## src/rtl/bhm_pkg.sv

```systemverilog
package bhm_pkg;

   typedef enum logic [2:0] {
      BHM_NO_POWER    = 3'd0,
      BHM_RECOVER     = 3'd1,
      BHM_PWRUP_TEST  = 3'd2,
      BHM_WAIT        = 3'd3,
      BHM_PERIOD_TEST = 3'd4
   } bhm_state_e;

   function automatic logic bhm_is_test(input bhm_state_e s);
      return (s == BHM_PWRUP_TEST) || (s == BHM_PERIOD_TEST);
   endfunction

endpackage

```

## src/rtl/bhm_phase_timer.sv

```systemverilog
module bhm_phase_timer
   import bhm_pkg::*;
#(
   parameter int unsigned REC_TICKS  = 6554,
   parameter int unsigned TEST_TICKS = 32768,
   parameter int unsigned INTV_TICKS = 32'd2831155200
) (
   input  logic       clk,
   input  logic       rst_n,
   input  logic       clr,
   input  bhm_state_e phase,
   output logic       last
);

   localparam int unsigned MAX_AB  = (REC_TICKS > TEST_TICKS) ? REC_TICKS : TEST_TICKS;
   localparam int unsigned MAX_LIM = (MAX_AB > INTV_TICKS) ? MAX_AB : INTV_TICKS;
   localparam int          CNT_W   = (MAX_LIM > 1) ? $clog2(MAX_LIM) : 1;

   generate
      if (REC_TICKS == 0 || TEST_TICKS == 0 || INTV_TICKS == 0) begin : g_bad_limit
         $error("bhm_phase_timer: every phase length must be at least one tick");
      end

      if (MAX_LIM == 1) begin : g_flat
         // every phase lasts one tick: no counter needed
         logic unused_clr;
         assign unused_clr = clr;
         assign last = (phase != BHM_NO_POWER);
      end else begin : g_count
         localparam logic [CNT_W-1:0] REC_LAST  = CNT_W'(REC_TICKS - 1);
         localparam logic [CNT_W-1:0] TEST_LAST = CNT_W'(TEST_TICKS - 1);
         localparam logic [CNT_W-1:0] INTV_LAST = CNT_W'(INTV_TICKS - 1);
         localparam logic [CNT_W-1:0] MAX_LAST  = CNT_W'(MAX_LIM - 1);

         logic [CNT_W-1:0] cnt;

         always_ff @(posedge clk or negedge rst_n) begin
            if (!rst_n)      cnt <= '0;
            else if (clr)    cnt <= '0;
            else if (!last)  cnt <= cnt + 1'b1;
         end

         always_comb begin
            unique case (phase)
               BHM_RECOVER:     last = (cnt == REC_LAST);
               BHM_PWRUP_TEST,
               BHM_PERIOD_TEST: last = (cnt == TEST_LAST);
               BHM_WAIT:        last = (cnt == INTV_LAST);
               default:         last = 1'b0;
            endcase
         end

         // the phase counter never runs past the longest phase
         a_r3_cnt_in_range: assert property (@(posedge clk) disable iff (!rst_n)
            cnt <= MAX_LAST);
      end
   endgenerate

endmodule

```

## src/rtl/bhm_seq.sv

```systemverilog
module bhm_seq
   import bhm_pkg::*;
(
   input  logic       clk,
   input  logic       rst_n,
   input  logic       power_ok,
   input  logic       phase_last,
   output bhm_state_e state,
   output logic       tmr_clr,
   output logic       load_en,
   output logic       pwrup_end
);

   bhm_state_e state_nx;

   always_comb begin
      state_nx = state;
      if (!power_ok) begin
         state_nx = BHM_NO_POWER;
      end else begin
         unique case (state)
            BHM_NO_POWER:    state_nx = BHM_RECOVER;
            BHM_RECOVER:     if (phase_last) state_nx = BHM_PWRUP_TEST;
            BHM_PWRUP_TEST:  if (phase_last) state_nx = BHM_WAIT;
            BHM_WAIT:        if (phase_last) state_nx = BHM_PERIOD_TEST;
            BHM_PERIOD_TEST: if (phase_last) state_nx = BHM_WAIT;
            default:         state_nx = BHM_NO_POWER;
         endcase
      end
   end

   always_ff @(posedge clk or negedge rst_n) begin
      if (!rst_n) state <= BHM_NO_POWER;
      else        state <= state_nx;
   end

   assign tmr_clr   = (state_nx != state) || (state == BHM_NO_POWER);
   assign load_en   = bhm_is_test(state) && power_ok;
   assign pwrup_end = (state == BHM_PWRUP_TEST) && power_ok && phase_last;

   // a low supply flag sends the sequencer to the unpowered state
   a_r8_drop_to_idle: assert property (@(posedge clk) disable iff (!rst_n)
      !power_ok |=> state == BHM_NO_POWER);

   // the power-up test is entered only from the recovery wait
   a_r2_retest_after_recovery: assert property (@(posedge clk) disable iff (!rst_n)
      (state == BHM_PWRUP_TEST && $past(state) != BHM_PWRUP_TEST)
         |-> $past(state) == BHM_RECOVER);

   // the load switches on only at the end of a recovery or interval wait
   a_r3_load_rise_source: assert property (@(posedge clk) disable iff (!rst_n)
      $rose(load_en) |-> ($past(state) == BHM_RECOVER || $past(state) == BHM_WAIT));

endmodule

```

## src/rtl/bhm_warn_latch.sv

```systemverilog
module bhm_warn_latch (
   input  logic clk,
   input  logic rst_n,
   input  logic test_active,
   input  logic batt_low,
   input  logic pwrup_end,
   output logic warning
);

   logic sample_low;
   logic fail_q;

   assign sample_low = test_active && batt_low;

   // remembers a low sample seen earlier in the current window
   always_ff @(posedge clk or negedge rst_n) begin
      if (!rst_n)            fail_q <= 1'b0;
      else if (!test_active) fail_q <= 1'b0;
      else if (sample_low)   fail_q <= 1'b1;
   end

   always_ff @(posedge clk or negedge rst_n) begin
      if (!rst_n)                     warning <= 1'b0;
      else if (sample_low)            warning <= 1'b1;
      else if (pwrup_end && !fail_q)  warning <= 1'b0;
   end

   // a loaded low reading raises the warning on the next cycle
   a_r4_low_sets_warn: assert property (@(posedge clk) disable iff (!rst_n)
      sample_low |=> warning);

   // the warning only falls at the end of a power-up test
   a_r5_clear_only_at_retest: assert property (@(posedge clk) disable iff (!rst_n)
      $fell(warning) |-> $past(pwrup_end));

   // a power-up test with an earlier failure keeps the warning
   a_r7_failed_retest_keeps: assert property (@(posedge clk) disable iff (!rst_n)
      (pwrup_end && fail_q) |=> warning);

endmodule

```

## src/rtl/batt_health_mon.sv

```systemverilog
module batt_health_mon
   import bhm_pkg::*;
#(
   parameter int unsigned RECOVERY_TICKS = 6554,
   parameter int unsigned TEST_TICKS     = 32768,
   parameter int unsigned INTERVAL_TICKS = 32'd2831155200
) (
   input  logic clk,
   input  logic rst_n,
   input  logic power_ok,
   input  logic batt_low,
   output logic load_en,
   output logic warn_n,
   output logic warn_drive
);

   generate
      if (RECOVERY_TICKS < 1 || TEST_TICKS < 1 || INTERVAL_TICKS < 1) begin : g_bad_param
         $error("batt_health_mon: tick parameters must be non-zero");
      end
   endgenerate

   bhm_state_e state;
   logic       tmr_clr;
   logic       phase_last;
   logic       pwrup_end;
   logic       warning;

   bhm_phase_timer #(
      .REC_TICKS  (RECOVERY_TICKS),
      .TEST_TICKS (TEST_TICKS),
      .INTV_TICKS (INTERVAL_TICKS)
   ) u_timer (
      .clk   (clk),
      .rst_n (rst_n),
      .clr   (tmr_clr),
      .phase (state),
      .last  (phase_last)
   );

   bhm_seq u_seq (
      .clk        (clk),
      .rst_n      (rst_n),
      .power_ok   (power_ok),
      .phase_last (phase_last),
      .state      (state),
      .tmr_clr    (tmr_clr),
      .load_en    (load_en),
      .pwrup_end  (pwrup_end)
   );

   bhm_warn_latch u_warn (
      .clk         (clk),
      .rst_n       (rst_n),
      .test_active (load_en),
      .batt_low    (batt_low),
      .pwrup_end   (pwrup_end),
      .warning     (warning)
   );

   // open-drain style pin: pull low on warning, otherwise release
   assign warn_drive = warning;
   assign warn_n     = ~warning;

   // the load is never connected without main power
   a_r8_no_load_unpowered: assert property (@(posedge clk) disable iff (!rst_n)
      !power_ok |-> !load_en);

   // the load is only connected in one of the two test states
   a_r2_load_in_tests: assert property (@(posedge clk) disable iff (!rst_n)
      load_en |-> (state == BHM_PWRUP_TEST || state == BHM_PERIOD_TEST));

endmodule

```

## config.mk

```make
export PLATFORM = sky130hd
export DESIGN_NAME = batt_health_mon
export DESIGN_NICKNAME = d
export VERILOG_FILES = /design/src/rtl/bhm_pkg.sv /design/src/rtl/bhm_phase_timer.sv /design/src/rtl/bhm_seq.sv /design/src/rtl/bhm_warn_latch.sv /design/src/rtl/batt_health_mon.sv
export SDC_FILE = /design/constraint.sdc
export NUM_CORES = 1
export LEC_CHECK = 0
export BUFFER_PORTS_ARGS = -buffer_cell sky130_fd_sc_hd__buf_2
export CORE_AREA = 5 5 69 71
export CTS_CLUSTER_DIAMETER = 120
export DETAILED_ROUTE_END_ITERATION = 12
export DIE_AREA = 0 0 74 76
export PLACE_DENSITY = 0.79
export REMOVE_ABC_BUFFERS = 1
export SETUP_SLACK_MARGIN = 0.5
export SLEW_MARGIN = 20
export SYNTH_ARGS = -nofsm -noshare
export SYNTH_HDL_FRONTEND = slang
export SYNTH_SLANG_ARGS = --single-unit
```

## constraint.sdc

```tcl
create_clock -name clk -period 3.1 [get_ports clk]
set_input_delay 0.31 -clock clk [delete_from_list [all_inputs] [get_ports clk]]
set_output_delay 0.31 -clock clk [all_outputs]
set_load 0.02 [all_outputs]
```

==> summary.md <==
| Metric | Value |
|---|---|
| Vias | `roughly 1.9k` |
| Result of the run | `complete, no violations` |
| Synth area leaders | `dfrtp_1 (43%), a21oi_1 (4.6%), nand2_1 (4.3%)` |
| GRT overflow | `0` |
| Lkg Pwr | `just under 0.9 nW` |
| Critical path class | `reg -> reg` |
| CORE AREA | `roughly 0.0042 mm²` |
| Flop2flop setup slack | `about 610 ps` |
| Placer Congestion | `approximately 0.83` |
| Sequential share of the synthesized area | `42.65%` |
| Initial antenna violation count | `0` |
| Worst EP required | `approximately 3300 ps` |
| GR Util All Layers | `17.99%` |
| Hold Fails Final Rpt | `0` |
| CTS sink count | `37` |
| 1st-iter DRT viols | `~180` |
| WL final | `about 4.8 mm` |
| Sw Ratio | `a little over a fifth` |
| Row Count | `24` |
| Worst Skew | `roughly 6.6 ps` |
| CTS Buffer Depth | `2` |
| DRT Pass-1 Iters | `4` |
| Hold buffers post-CTS | `0` |
| DRC | `0` |
| Simple-gate share of the synthesized area | `around 30%` |
| Count of final setup violators | `0` |
| Syn Inst Count | `approximately 250` |
| Fin crit share | `slightly above 80%` |
| Nets@finish | `~260` |
| Post-synthesis compound-gate area fraction | `between 10% and 20%` |
| Die Y | `approximately 76 µm` |
| Ys async rst share | `100.0%` |
| Largest net degree at the start of global routing | `38` |
| Post-route antenna net violation count | `0` |
| DR WL/cell | `about 16 µm` |
| Synth Area in Adders | `less than 1%` |
| Fmax | `between 0.4 and 0.5 GHz` |
| Layout cells sized above 1 | `~11%` |
| First-pass GRT wire length | `around 8 mm` |
| I/O Buffers | `6` |
| Avg Cell Area, Syn | `between 8 and 9 µm²` |
| Largest area contributor in the netlist | `dfrtp_1` |
| Synth Warn # | `0` |
| CTS Root Cell | `clkbuf_8` |
| Die W | `around 74 µm` |
| # Max-Cap Violations | `0` |
| Largest family of logic cells by synthesized area | `simple AND/OR/NAND/NOR gates` |
| Vias per inst | `between 6 and 7` |
| Cell area after synthesis | `~0.0022 mm²` |
| Most used DFF post-synth | `dfrtp_1` |
| Area of the multi-input gates | `approximately 0.0011 mm²` |
| P_sw | `between 0.15 and 0.2 mW` |
| Antenna diodes | `0` |
| Crit path capture type | `flip-flop` |
| Worst min path class | `in -> async` |
| Synth Area in XOR/XNOR | `around 5.2%` |
| Multiplexer share of the synthesized area | `1.383%` |
| Sequential share of power | `between 50 and 60%` |
| Yosys reg bits | `37` |
| Vias in the first global route | `~1.8k` |
| Post-route minimum period | `approximately 2500 ps` |
| Area growth from synthesis to layout | `8.127%` |
| Count leader, synth | `dfrtp_1` |
| CP startpoint kind | `flip-flop` |
| CTS tree | `built` |
| Hpwl dp | `between 3 and 4 mm` |
| Unique masters post-synth | `46` |
| CTS Buf Count | `5` |
| P_int | `around 0.67 mW` |
| Register area | `929.6 µm²` |
| Die ar. | `about 0.0056 mm²` |
| Rel. slew slack | `between 40 and 50%` |
| Worst-path fanout max | `37` |
| Combinational Power Share | `approximately 3.4%` |
| Critical Path AT | `~2700 ps` |
| Post-synth EDFFs | `0` |
| CTS H-tree depth | `2` |
| Synth cell count leaders | `dfrtp_1 (37), nand2_1 (25), a21oi_1 (20), nor2_1 (20)` |
| Final Max Tran Viols | `0` |
| Slew of the pin with the lowest slew margin | `808.7 ps` |
| Max IR drop VDD | `between 0.15 and 0.2 mV` |
| Setup TNS after final layout | `0 ps` |
| Boundary Pins | `7` |
| Reg clk slew, reported paths | `roughly 70 ps` |
| Initial Util | `a little over half` |
| Clock Power Share | `about two fifths` |
| Clk Latency, worst-skew pair | `around 280 ps` |
| PnR Total Power | `about 0.85 mW` |
| Fillers | `370` |
| P per Cell Area | `~360 mW/mm²` |
| RSZ-0062 raised after global routing | `false` |
| Top cell type's share of synthesized area | `42.65%` |
## power groups by stage
stage	registers, mW	clock network (mW)	logic (mW)
floorplan	0.496	0	0.0113
global placement	0.497	0	0.0289
detailed placement	0.497	0	0.0295
finish	0.488	0.338	0.0287
global route	0.488	0.364	0.0330
CTS	0.487	0.342	0.0296
## critical path: stages, from the launching register on
cell	delay [ps]
dfrtp_2	450
or3b_4	440
and4_4	200
o2111a_2	300
and3_1	160
buf_6	180
or4_1	520
a21oi_1	170
## worst paths after layout
| path | from | to | depth (start not counted) |
|---|---|---|---|
| max | u_seq.state[0] | u_timer.g_count.cnt[14] | 7 |
| min | rst_n | u_warn.warning | 1 |
| max reg2reg | u_seq.state[0] | u_timer.g_count.cnt[14] | 7 |
| min reg2reg | u_warn.fail_q | u_warn.fail_q | 1 |
| max in group asynchronous | rst_n | u_seq.state[0] | 1 |
| min in group clk | batt_low | u_warn.warning | 3 |
## metal layers
layer / global-route usage (%) / up-vias / wire, µm
met5: 0 / - / 0
met4: 4.529 / 0 / 68
met3: 4.090 / 8 / 231
met1: 24.09 / 917 / 2124
met2: 29.08 / 51 / 2344
li1: - / 936 / -
## logic make-up (layout without fill, tap and decap cells)
family          count (synthesis)  in the layout
mux                             3              3
flops                          37             37
simple gates                  120            120
fa+ha+maj                       1              1
compound gates                 52             52
buf+inv                        20             28
xor+xnor                       13             13
## placed cells by master (no fill, tap or decap), drive strengths merged, types with 6 or more instances in the layout
cell type and count:
dfrtp 37, nand2 25, nor2 20, a21oi 20, buf 13, nand3 11, or4 11, nand4 10
nor3 10, o31ai 9, o21ai 9, inv 8, or3 8, xnor2 8, clkbuf 7, nor4 6
## cell type report
| class | count | share of cell area (%) |
|---|---|---|
| multi-input cells | 189 | 48.99 |
| flip-flops and latches | 37 | 39.61 |
| clock buffers | 7 | 3.678 |
| repair buffers | 13 | 3.678 |
| well taps | 52 | 2.772 |
| inverters | 8 | 1.279 |
## what timing repair did
action                                  CTS  global route
gates resized for setup                   0             5
endpoints found under the setup margin    0            19
setup buffers                             0             3
## sequential cells by signal, indices dropped and copies added (netlist names)
| name | flops |
|---|---|
| u_seq.state | 3 |
| u_warn.warning | 1 |
| u_warn.fail_q | 1 |
| u_timer.g_count.cnt | 32 |
## stage by stage
| step | instance area [µm²] | hold WS, ps | cells | setup slack (ps) | utilization (%) |
|---|---|---|---|---|---|
| after CTS | 2313 | 145.8 | 303 | 513.3 | 55.43 |
| after floorplan | 2102 | 14.41 | 234 | 494.1 | - |
| final | 2347 | 110.4 | 306 | 605.0 | 56.24 |
| after global routing | 2347 | 193.9 | 306 | 502.6 | 56.24 |
| after detailed placement | 2227 | 451.4 | 296 | 511.1 | 53.36 |
| after global placement | 2227 | 447.2 | 296 | 627.5 | 53.36 |
(Power assumes the default switching activity.)
